<file path="src/rtl/seg_xlate_pkg.sv">
package seg_xlate_pkg;

  typedef enum logic [1:0] {
    FLT_NONE  = 2'b00,
    FLT_SEG   = 2'b01,
    FLT_LIMIT = 2'b10,
    FLT_PERM  = 2'b11
  } fault_e;

  typedef enum logic [1:0] {
    ACC_READ  = 2'b00,
    ACC_WRITE = 2'b01,
    ACC_EXEC  = 2'b10,
    ACC_RSVD  = 2'b11
  } acc_e;

  typedef struct packed {
    logic capture;
    logic tblLoad;
    logic lenLoad;
  } ctrlStrobes_t;

endpackage

</file>
<file path="src/rtl/seg_xlate_ctrl.sv">
module seg_xlate_ctrl
  import seg_xlate_pkg::*;
(
  input  logic         clk,
  input  logic         rstN,
  input  logic         reqValid,
  input  logic         tblWe,
  input  logic         lenWe,
  output logic         reqReady,
  output logic         rspValid,
  output ctrlStrobes_t strobes
);

  logic readyQ;
  logic rspValidQ;

  always_ff @(posedge clk) begin
    if (!rstN) begin
      readyQ    <= 1'b0;
      rspValidQ <= 1'b0;
    end else begin
      readyQ    <= 1'b1;
      rspValidQ <= reqValid && readyQ;
    end
  end

  always_comb begin
    strobes.capture = reqValid && readyQ;
    strobes.tblLoad = tblWe;
    strobes.lenLoad = lenWe;
  end

  assign reqReady = readyQ;
  assign rspValid = rspValidQ;

endmodule

</file>
<file path="src/rtl/seg_xlate_dp.sv">
module seg_xlate_dp
  import seg_xlate_pkg::*;
#(
  parameter int SEG_W = 3,
  parameter int OFF_W = 12,
  parameter int PA_W  = 16
) (
  input  logic               clk,
  input  logic               rstN,
  input  ctrlStrobes_t       strobes,
  input  logic [SEG_W-1:0]   tblIdx,
  input  logic [PA_W-1:0]    tblBase,
  input  logic [OFF_W:0]     tblLimit,
  input  logic               tblValid,
  input  logic [2:0]         tblPerm,
  input  logic [SEG_W:0]     lenData,
  input  logic [SEG_W-1:0]   reqSeg,
  input  logic [OFF_W-1:0]   reqOff,
  input  logic [1:0]         reqAcc,
  output logic [PA_W-1:0]    rspAddr,
  output logic [1:0]         rspFault
);

  localparam int NUM_SEG = 1 << SEG_W;
  localparam int LIM_W   = OFF_W + 1;

  logic [PA_W-1:0]  baseAll  [NUM_SEG];
  logic [LIM_W-1:0] limitAll [NUM_SEG];
  logic [NUM_SEG-1:0] validAll;
  logic [2:0]       permAll  [NUM_SEG];
  logic [SEG_W:0]   lenQ;

  for (genvar g = 0; g < NUM_SEG; g++) begin : gEntry
    logic [PA_W-1:0]  baseQ;
    logic [LIM_W-1:0] limitQ;
    logic             validQ;
    logic [2:0]       permQ;
    wire hit = strobes.tblLoad && (tblIdx == SEG_W'(g));

    always_ff @(posedge clk) begin
      if (!rstN) begin
        validQ <= 1'b0;
      end else if (hit) begin
        validQ <= tblValid;
      end
    end

    always_ff @(posedge clk) begin
      if (hit) begin
        baseQ  <= tblBase;
        limitQ <= tblLimit;
        permQ  <= tblPerm;
      end
    end

    assign baseAll[g]  = baseQ;
    assign limitAll[g] = limitQ;
    assign validAll[g] = validQ;
    assign permAll[g]  = permQ;
  end

  always_ff @(posedge clk) begin
    if (!rstN) lenQ <= '0;
    else if (strobes.lenLoad) lenQ <= lenData;
  end

  logic             segBad, limBad, permBad;
  logic [2:0]       selPerm;
  logic [LIM_W-1:0] selLimit;
  fault_e           faultNext;
  logic [PA_W-1:0]  addrNext;

  always_comb begin
    selPerm  = permAll[reqSeg];
    selLimit = limitAll[reqSeg];
    segBad   = ({1'b0, reqSeg} >= lenQ) || !validAll[reqSeg];
    limBad   = {1'b0, reqOff} >= selLimit;
    unique case (acc_e'(reqAcc))
      ACC_READ:  permBad = !selPerm[0];
      ACC_WRITE: permBad = !selPerm[1];
      ACC_EXEC:  permBad = !selPerm[2];
      default:   permBad = 1'b1;
    endcase
    if (segBad)       faultNext = FLT_SEG;
    else if (limBad)  faultNext = FLT_LIMIT;
    else if (permBad) faultNext = FLT_PERM;
    else              faultNext = FLT_NONE;
    addrNext = (faultNext == FLT_NONE) ?
               baseAll[reqSeg] + PA_W'(reqOff) : '0;
  end

  always_ff @(posedge clk) begin
    if (!rstN) begin
      rspAddr  <= '0;
      rspFault <= FLT_NONE;
    end else if (strobes.capture) begin
      rspAddr  <= addrNext;
      rspFault <= faultNext;
    end
  end

endmodule

</file>
<file path="src/rtl/seg_xlate_unit.sv">
module seg_xlate_unit
  import seg_xlate_pkg::*;
#(
  parameter int SEG_W = 3,
  parameter int OFF_W = 12,
  parameter int PA_W  = 16
) (
  input  logic             clk,
  input  logic             rstN,
  input  logic             tblWe,
  input  logic [SEG_W-1:0] tblIdx,
  input  logic [PA_W-1:0]  tblBase,
  input  logic [OFF_W:0]   tblLimit,
  input  logic             tblValid,
  input  logic [2:0]       tblPerm,
  input  logic             lenWe,
  input  logic [SEG_W:0]   lenData,
  input  logic             reqValid,
  output logic             reqReady,
  input  logic [SEG_W-1:0] reqSeg,
  input  logic [OFF_W-1:0] reqOff,
  input  logic [1:0]       reqAcc,
  output logic             rspValid,
  output logic [PA_W-1:0]  rspAddr,
  output logic [1:0]       rspFault
);

  ctrlStrobes_t strobes;

  seg_xlate_ctrl u_ctrl (
    .clk(clk), .rstN(rstN), .reqValid(reqValid), .tblWe(tblWe),
    .lenWe(lenWe), .reqReady(reqReady), .rspValid(rspValid),
    .strobes(strobes)
  );

  seg_xlate_dp #(.SEG_W(SEG_W), .OFF_W(OFF_W), .PA_W(PA_W)) u_dp (
    .clk(clk), .rstN(rstN), .strobes(strobes), .tblIdx(tblIdx),
    .tblBase(tblBase), .tblLimit(tblLimit), .tblValid(tblValid),
    .tblPerm(tblPerm), .lenData(lenData), .reqSeg(reqSeg),
    .reqOff(reqOff), .reqAcc(reqAcc), .rspAddr(rspAddr),
    .rspFault(rspFault)
  );

endmodule

</file>
<file path="config.mk">
export PLATFORM = sky130hd
export DESIGN_NAME = seg_xlate_unit
export DESIGN_NICKNAME = d
export VERILOG_FILES = /design/src/rtl/seg_xlate_pkg.sv /design/src/rtl/seg_xlate_ctrl.sv /design/src/rtl/seg_xlate_dp.sv /design/src/rtl/seg_xlate_unit.sv
export SDC_FILE = /design/constraint.sdc
export NUM_CORES = 1
export LEC_CHECK = 0
export CORE_MARGIN = 8
export CORE_UTILIZATION = 50
export DETAILED_ROUTE_END_ITERATION = 8
export DONT_BUFFER_PORTS = 1
export GPL_TIMING_DRIVEN = 0
export PLACE_DENSITY = 0.74
export SLEW_MARGIN = 20
export SYNTH_ARGS = -nofsm -noshare
export SYNTH_HDL_FRONTEND = slang
export SYNTH_SLANG_ARGS = --single-unit
</file>
<file path="constraint.sdc">
create_clock -name clk -period 5.4 [get_ports clk]
set_input_delay 1.08 -clock clk [delete_from_list [all_inputs] [get_ports clk]]
set_output_delay 1.08 -clock clk [all_outputs]
set_load 0.03 [all_outputs]
</file>
==> flow_metrics.tcl, run 1 <==
set metrics [dict create \
    status "finished, final reports clean" \
    critPathLaunchType "input pin" \
    synthTopCellsByCount "256 x edfxtp_1, 57 x mux4_2, 32 x dfxtp_1" \
    ys_seq_area_share_pct 70.1 \
    drc 0 \
    seq_area_um2 8330 \
    wirelength_um 26400 \
    maxSlewHeadroom_pct 39.6 \
    synth-main-ff-cell "edfxtp_1" \
    cp-end-kind "register" \
    vdd_drop_max_mv 0.198 \
    core_area_um2 23400 \
    grt_overflow_total 0 \
    min_period_over_period_pct 83.2 \
    cp_common_cell "buf_6" \
    post_cts_buffers 0 \
    gp_congestion 0.823 \
    yosys_warnings 0 \
    grt_pass1_wl_um 39600 \
    yosysTopAreaCell "edfxtp_1" \
    first_iter_violations 478 \
    synth_cell_types 62 \
    die_area_um2 28900 \
    ys_async_sr_fraction_pct 0 \
    cap_violations 0 \
    portBuffers 0 \
    grt_pass1_vias 6456 \
    synthCells 629 \
    cts.clk_slew.worst_paths_ns 0.06 \
    total_power_mw 4.76 \
    path_cells "buf_6 > buf_6 > clkbuf_1 > buf_2 > mux4_2 > mux2i_1 > ha_1 > a211oi_1 > o21ai_0 > o211ai_1 > a31oi_2 > nor3b_4 > buf_6 > a22o_1" \
    cts_root_buffer "clkbuf_16" \
    tightest_slew_ns 0.906 \
    antenna_found_initial 0 \
    ant_nets 0 \
    n_fill_cell 1711 \
    drt-wirelength-per-cell_um 26.0 \
    synth_fp_nets 719 \
    first_pass_iters 4 \
    multi_input_comb_area_um2 3430 \
    area_growth_pct 13.5 \
    h-tree-depth 1 \
    vias 6101 \
    path_max_fanout 10 \
    drive_gt1_share_pct 23.4 \
    initial_core_util_pct 50.7 \
    synth_most_common_cell "edfxtp_1" \
    slew_violations 0 \
    slowest_delay_ns 0.69 \
    fin_skew_ns 0.0169 \
    fp-row-count 56 \
    fin_cells 1016 \
    fmax_mhz 223 \
    synth_area_um2 11900 \
    gr-usage-all-layers_pct 18.5 \
    setup_viol 0 \
    fin_util_pct 57.6 \
    pin_count 82 \
    synthTopCellsByArea "edfxtp_1 65%, mux4_2 11%, dfxtp_1 5.4%, ha_1 2.8%, mux2i_1 1.9%" \
    post_cts_resized 0 \
    ctsHoldBuffers 0 \
    p_leak_nw 4.51 \
    dp_cells 966 \
    hpwl_um 18300 \
    synthDominantCellAreaShare_pct 64.7 \
    synth_edf_count 256 \
    arrival_ns 4.97 \
    power.density_nw_per_um2 353 \
    required_ns 5.88 \
    vias_per_cell 6.00 \
    tns_ns 0 \
    die_w_um 170 \
    clock-sinks 288 \
    clock_path_buffers 3 \
    synth.avg_cell_area_um2 18.9 \
    tritoncts "built" \
    hold_viol 0 \
    fin_crit_ns 4.49 \
    hp-class "reg -> reg" \
    die_y_um 170 \
    cts_buffers 27 \
    path_class "in -> reg" \
    grt_max_degree 20 \
    cpMaxStageDelayCell "clkbuf_1" \
    rsz0062_at_grt "no" \
    synth_seq_cells 288 \
    worstSkewPairLatency_ns 0.54 \
    final_nets 766 \
]
## layout by cell type, fill, tap and decap left out, types with 7 or more instances in the layout
| master | instances |
|---|---|
| a211oi_1 | 7 |
| a21boi_0 | 7 |
| a21oi_1 | 12 |
| a22o_1 | 10 |
| buf_2 | 8 |
| buf_4 | 9 |
| buf_6 | 7 |
| clkbuf_1 | 12 |
| clkbuf_16 | 27 |
| clkinv_1 | 8 |
| dfxtp_1 | 32 |
| edfxtp_1 | 256 |
| ha_1 | 27 |
| mux2_2 | 14 |
| mux2i_1 | 22 |
| mux4_1 | 8 |
| mux4_2 | 57 |
| nand2_1 | 26 |
| nor2_1 | 20 |
| o21ai_0 | 19 |
## per-layer routing
metal | global-route usage (%) | part of all wire, % | vias to the layer above
met3 | 5.35 | 8.5 | 46
met5 | 0 | 0 | -
li1 | - | - | 2681
met2 | 32.1 | 51 | 201
met4 | 5.72 | 2.4 | 0
met1 | 21.9 | 38 | 3173
## sequential cells by signal, summed over array words and instances (netlist names)
signal,flops
u_ctrl.reqReady,1
u_ctrl.rspValid,1
u_dp.gEntry.baseQ,128
u_dp.gEntry.limitQ,104
u_dp.gEntry.permQ,24
u_dp.gEntry.validQ,8
u_dp.lenQ,4
u_dp.rspAddr,16
u_dp.rspFault,2
## worst max-delay path: cells and delay by family
family	cells	cell delay, ns
adder cells (fa/ha/maj)	1	0.27
buffers and inverters	5	1.68
AND/OR/NAND/NOR	1	0.43
multiplexers	2	0.53
AO/OA/AOI/OAI	5	0.96
## layout make-up
class	instances	area share, %
tap	319	2.96
antenna	1	0.0186
clock buffer	34	5.43
clock inverter	15	1.09
inverter	6	0.176
buffer	25	1.14
sequential	288	61.8
timing repair buffer	18	1.96
multi-input combinational	310	25.4
## through the flow
| step | setup slack, ns | hold WS (ns) | area, um2 |
|---|---|---|---|
| after floorplan | 1.05 | 0.452 | 11900 |
| after global placement | -1.14 | 0.462 | 12300 |
| after detailed placement | 0.356 | 0.480 | 12600 |
| after CTS | 0.912 | 0.491 | 13500 |
| after global routing | 0.684 | 0.508 | 13500 |
| final | 0.908 | 0.496 | 13500 |
## logic make-up (layout without fill, tap and decap cells)
group	Yosys count	in the layout	share of synthesized area (%)
AO/OA/AOI/OAI	91	91	5.62
XOR/XNOR	8	8	0.590
adder cells (fa/ha/maj)	28	28	3.01
buffers and inverters	31	98	1.50
flip-flops	288	288	70.1
multiplexers	102	102	15.9
other	0	1	0
AND/OR/NAND/NOR	81	81	3.28
## worst paths after layout
check                                     startpoint                                  to  slack, ns  cells after the start
hold reg to reg   u_dp.gEntry[1].validQ$_SDFFE_PN0P_  u_dp.gEntry[1].validQ$_SDFFE_PN0P_       0.50                      2
setup reg to reg   u_dp.gEntry[1].baseQ[0]$_DFFE_PP_       u_dp.rspAddr[12]$_SDFFE_PN0P_       2.20                     10
hold / removal    u_dp.gEntry[1].validQ$_SDFFE_PN0P_  u_dp.gEntry[1].validQ$_SDFFE_PN0P_       0.50                      2
setup / recovery                           reqSeg[1]        u_dp.rspAddr[4]$_SDFFE_PN0P_       0.91                     14
## report_power, final
part | leakage (nW) | switching (mW) | internal [mW]
clock network | 0.426 | 0.776 | 1.10
registers | 2.59 | 0.0203 | 2.50
logic | 1.50 | 0.199 | 0.171
total | 4.51 | 0.995 | 3.76
(Power assumes the default switching activity.)
==> run 2, diff against run 1 <==
--- a/config.mk
+++ b/config.mk
@@ -10,7 +10,7 @@
 export DETAILED_ROUTE_END_ITERATION = 8
 export DONT_BUFFER_PORTS = 1
 export GPL_TIMING_DRIVEN = 0
-export PLACE_DENSITY = 0.74
+export PLACE_DENSITY = 0.77
 export SLEW_MARGIN = 20
 export SYNTH_ARGS = -nofsm -noshare
 export SYNTH_HDL_FRONTEND = slang
==> constraint.sdc (replaced) <==
create_clock -name clk -period 4.1 [get_ports clk]
set_input_delay 0.82 -clock clk [delete_from_list [all_inputs] [get_ports clk]]
set_output_delay 0.82 -clock clk [all_outputs]
set_load 0.03 [all_outputs]
==> flow_metrics.tcl, run 2 (synthesized netlist as in run 1, its figures left out) <==
set metrics [dict create \
    hpwl_um 18100 \
    pin_count 82 \
    switching_share_pct 21.2 \
    grt_pass1_vias 6443 \
    drc 0 \
    area_growth_pct 13.3 \
    clock-sinks 288 \
    use_met1_pct 22.0 \
    final_nets 765 \
    cts.clk_slew.worst_paths_ns 0.06 \
    die_y_um 170 \
    setup_viol 0 \
    p_comb_share_pct 8.0 \
    n_fill_cell 1715 \
    cts_root_buffer "clkbuf_16" \
    maxSlewHeadroom_pct 37.6 \
    critPathLaunchType "input pin" \
    antenna_cells 0 \
    mostFrequentLayoutCells "256 x edfxtp_1, 57 x mux4_2, 32 x dfxtp_1" \
    seq_power_share_pct 53.9 \
    vias_per_cell 6.04 \
    gr-usage-all-layers_pct 18.2 \
    worstSkewPairLatency_ns 0.54 \
    drt-wirelength-per-cell_um 25.7 \
    whs_ns 0.323 \
    antenna_found_initial 0 \
    post_cts_buffers 0 \
    dp_slack_ns -0.695 \
    power.density_nw_per_um2 457 \
    first_pass_iters 5 \
    portBuffers 0 \
    h-tree-depth 1 \
    p_leak_nw 4.51 \
    first_iter_violations 507 \
    min_period_over_period_pct 96.8 \
    clock_path_buffers 3 \
    wirelength_um 26200 \
    rsz0062_at_grt "no" \
    status "finished, final reports clean" \
    internal_power_mw 4.84 \
    reg2reg_setup_slack_ns 0.78 \
    hold_viol 0 \
    multi_input_comb_area_um2 3430 \
    path_class "in -> reg" \
    path_max_fanout 10 \
    hp-class "in -> reg" \
    fin_ws_ns 0.130 \
    initial_core_util_pct 50.7 \
    core_area_um2 23400 \
    fin_util_pct 57.5 \
    required_ns 4.53 \
    seq_area_um2 8330 \
    vdd_drop_max_mv 0.429 \
    tightest_slew_ns 0.936 \
    gp_congestion 0.843 \
    tritoncts "built" \
    power.switching_mw 1.30 \
    drive_gt1_share_pct 24.0 \
    ant_nets 0 \
    vias 6136 \
    die_w_um 170 \
    grt_max_degree 19 \
    arrival_ns 4.40 \
    fin_crit_ns 3.97 \
    die_area_um2 28900 \
    largest_register "u_dp.gEntry.baseQ" \
    grt_overflow_total 0 \
    fp-row-count 56 \
    fin_skew_ns 0.0173 \
    total_power_mw 6.14 \
    cts_buffers 28 \
    pwr-share-clk_pct 38.1 \
    grtUsageMet3_pct 4.82 \
    slew_violations 0 \
    grt_most_used_layer "met2" \
    top_regs "u_dp.gEntry.baseQ (128), u_dp.gEntry.limitQ (104), u_dp.gEntry.permQ (24)" \
    cap_violations 0 \
    met2_usage_pct 31.1 \
    grt_pass1_wl_um 39100 \
    largest_reg_flops 128 \
    layout_commonest_cell "edfxtp_1" \
    cp-end-kind "register" \
    fmax_mhz 252 \
]
==> run 2: changes by cell type in the layout (fill, tap and decap cells not counted), sizes merged <==
| cell | delta |
|---|---|
| clkbuf | +5 |
| clkinv | +1 |
| diode | -1 |
| clkinvlp | +1 |
| clkdlybuf4s15 | +1 |
| bufinv | -3 |
| buf | -3 |
| inv | -1 |
==> run 2: power by group through the flow <==
stage                     registers (mW)  logic (mW)  clock network, mW
after CTS                           3.31       0.493               2.38
after detailed placement            3.38       0.488                  0
final                               3.31       0.491               2.34
after floorplan                     3.37       0.360                  0
after global placement              3.37       0.456                  0
after global routing                3.32       0.534               2.49
==> run 2: repair_timing <==
| action | CTS | global route |
|---|---|---|
| gates resized for setup | 4 | 2 |
| hold buffers | 0 | 0 |
| gates cloned | 0 | 0 |
| hold endpoints to repair | 0 | 0 |
| endpoints found under the setup margin | 15 | 12 |
==> run 2: worst max-delay path, cell delays in order <==
cell	delay (ns)
buf_6	0.15
buf_6	0.18
clkbuf_1	0.72
mux4_2	0.41
mux2_2	0.31
ha_1	0.20
clkbuf_1	0.18
or3_1	0.42
a21o_1	0.17
o211a_1	0.14
o31ai_1	0.31
xor2_1	0.11
a22o_2	0.27
==> run 2: path summary, 6_finish.rpt <==
path	start	end	depth (start not counted)
max	reqSeg[1]	u_dp.rspAddr[15]$_SDFFE_PN0P_	13
min	rstN	u_ctrl.reqReady$_DFF_P_	0
max reg2reg	u_dp.gEntry[0].baseQ[0]$_DFFE_PP_	u_dp.rspAddr[12]$_SDFFE_PN0P_	10
min reg2reg	u_dp.gEntry[6].validQ$_SDFFE_PN0P_	u_dp.gEntry[6].validQ$_SDFFE_PN0P_	2
==> run 2: routing by layer <==
metal | up-vias | part of all wire (%) | wire [um]
met5 | - | 0 | 0
met4 | 0 | 3.0 | 776
met3 | 56 | 8.3 | 2160
met2 | 238 | 50 | 13200
met1 | 3164 | 38 | 10100
li1 | 2678 | - | -
==> run 2: cell type report <==
class	instances	area share, %
clock buffer	39	5.82
inverter	6	0.177
clock inverter	13	0.484
sequential	288	61.9
timing repair buffer	17	1.99
buffer	24	1.20
tap	319	2.97
multi-input combinational	310	25.5
==> run 2: per-stage QoR <==
| step | setup TNS, ns | instance area (um2) | instances |
|---|---|---|---|
| 3_3_place_gp | -188.53 | 12300 | 948 |
| 4_1_cts | 0 | 13500 | 1017 |
| 5_1_grt | 0 | 13500 | 1016 |
| 3_5_place_dp | -10.55 | 12600 | 965 |
| 6_report | 0 | 13500 | 1016 |
| 2_1_floorplan | 0 | 11900 | 629 |
==> run 3, diff against run 2 <==
--- a/config.mk
+++ b/config.mk
@@ -7,6 +7,7 @@
 export LEC_CHECK = 0
 export CORE_MARGIN = 8
 export CORE_UTILIZATION = 50
+export CTS_BUF_LIST = sky130_fd_sc_hd__clkbuf_4
 export DETAILED_ROUTE_END_ITERATION = 8
 export DONT_BUFFER_PORTS = 1
 export GPL_TIMING_DRIVEN = 0
==> flow_metrics.tcl, run 3 (synthesized netlist as in run 1, its figures left out) <==
set metrics [dict create \
    fmax_mhz 256 \
    tightest_slew_ns 0.924 \
    setup_viol 0 \
    fin_cells 1090 \
    layout_commonest_cell "edfxtp_1" \
    grt_max_degree 19 \
    core_area_um2 23400 \
    vias_per_cell 5.89 \
    dp_cells 965 \
    drc 0 \
    gr-usage-all-layers_pct 18.7 \
    die_w_um 170 \
    dp_slack_ns -0.695 \
    ctsHoldBuffers 0 \
    drt-wirelength-per-cell_um 24.5 \
    drive_gt1_share_pct 31.2 \
    grt_pass1_vias 6754 \
    first_iter_violations 494 \
    grt_pass1_wl_um 39700 \
    antenna_found_initial 1 \
    cts.clk_slew.worst_paths_ns 0.07 \
    fin_skew_ns 0.0382 \
    final_nets 811 \
    arrival_ns 4.46 \
    tritoncts "built" \
    slew_violations 0 \
    required_ns 4.65 \
    largest_reg_flops 128 \
    fin_crit_ns 3.91 \
    cts_buffers 73 \
    h-tree-depth 3 \
    path_max_fanout 10 \
    maxSlewHeadroom_pct 38.4 \
    min_period_over_period_pct 95.4 \
    hp-class "in -> reg" \
    initial_core_util_pct 50.7 \
    clock_path_buffers 3 \
    fin_util_pct 57.7 \
    whs_ns 0.203 \
    critPathLaunchType "input pin" \
    first_pass_iters 5 \
    vdd_drop_max_mv 0.312 \
    wirelength_um 26700 \
    path_class "in -> reg" \
    die_area_um2 28900 \
    p_leak_nw 4.63 \
    hold_viol 0 \
    worstSkewPairLatency_ns 0.66 \
    fin_ws_ns 0.189 \
    area_growth_pct 13.6 \
    clock-sinks 288 \
    vias 6421 \
    portBuffers 0 \
    top_regs "u_dp.gEntry.baseQ (128), u_dp.gEntry.limitQ (104), u_dp.gEntry.permQ (24)" \
    gp_congestion 0.843 \
    ant_nets 0 \
    mostFrequentLayoutCells "256 x edfxtp_1, 112 x clkbuf_4, 57 x mux4_2" \
    hpwl_um 18100 \
    post_cts_buffers 0 \
    status "finished, final reports clean" \
    rsz0062_at_grt "no" \
    cp-end-kind "register" \
    cts_root_buffer "clkbuf_4" \
    die_y_um 170 \
    grt_overflow_total 0 \
    power.density_nw_per_um2 451 \
    fp-row-count 56 \
    cap_violations 0 \
    pin_count 82 \
    largest_register "u_dp.gEntry.baseQ" \
]
-- run 3: cell types whose count changed in the layout (fill, tap and decap cells not counted), sizes merged --
| cell | change |
|---|---|
| clkbuf | +73 |
| inv | +2 |
| clkinvlp | -2 |
| diode | +1 |
-- run 3: stage by stage --
stage	power, mW	setup TNS, ns	cell area [um2]
after detailed placement	3.86	-10.55	12600
after global routing	6.34	0	13500
after CTS	6.15	0	13500
after floorplan	3.73	0	11900
final	6.09	0	13500
after global placement	3.83	-188.53	12300
-- run 3: area by class of cell --
type	instances	area [um2]
plain buffers	25	168
inverters	6	23.8
flip-flops and latches	288	8330
multi-input cells	310	3430
well taps	319	399
fillers	1763	9910
clock buffers	111	833
diodes	1	2.50
repair buffers	17	268
clock inverters	13	48.8
-- run 3: final timing paths --
| check | depth (start not counted) | slack [ns] | end | from |
|---|---|---|---|---|
| max | 13 | 0.19 | u_dp.rspAddr[12]$_SDFFE_PN0P_ | reqSeg[1] |
| min | 0 | 0.20 | u_ctrl.reqReady$_DFF_P_ | rstN |
| max reg2reg | 10 | 0.85 | u_dp.rspAddr[12]$_SDFFE_PN0P_ | u_dp.gEntry[0].baseQ[0]$_DFFE_PP_ |
| min reg2reg | 2 | 0.52 | u_dp.gEntry[6].validQ$_SDFFE_PN0P_ | u_dp.gEntry[6].validQ$_SDFFE_PN0P_ |
-- run 3: worst max-delay path: stages --
cell and delay, ns:
buf_6 0.15, buf_6 0.18, clkbuf_1 0.57, mux4_2 0.40, mux2_2 0.30, ha_1 0.23, fa_1 0.45, a211oi_1 0.32
o21ai_0 0.24, a211oi_1 0.34, nor2_1 0.12, xor2_1 0.17, a22o_1 0.18
-- run 3: routing by layer --
metal,vias to the layer above,track usage (%),part of all wire (%)
li1,2810,-,-
met5,-,0,0
met3,62,6.37,9.5
met2,305,31.2,50
met4,0,8.62,3.1
met1,3244,21.5,37
-- run 3: what timing repair did --
action / CTS / global route
pin swaps: 0 / 0
endpoints found under the setup margin: 10 / 11
resized for setup: 2 / 5
-- run 3: power by group --
part / switching [mW] / leakage, nW / internal (mW)
clock network: 1.06 / 0.536 / 1.22
registers: 0.0259 / 2.59 / 3.29
logic: 0.267 / 1.51 / 0.227
total: 1.35 / 4.63 / 4.74
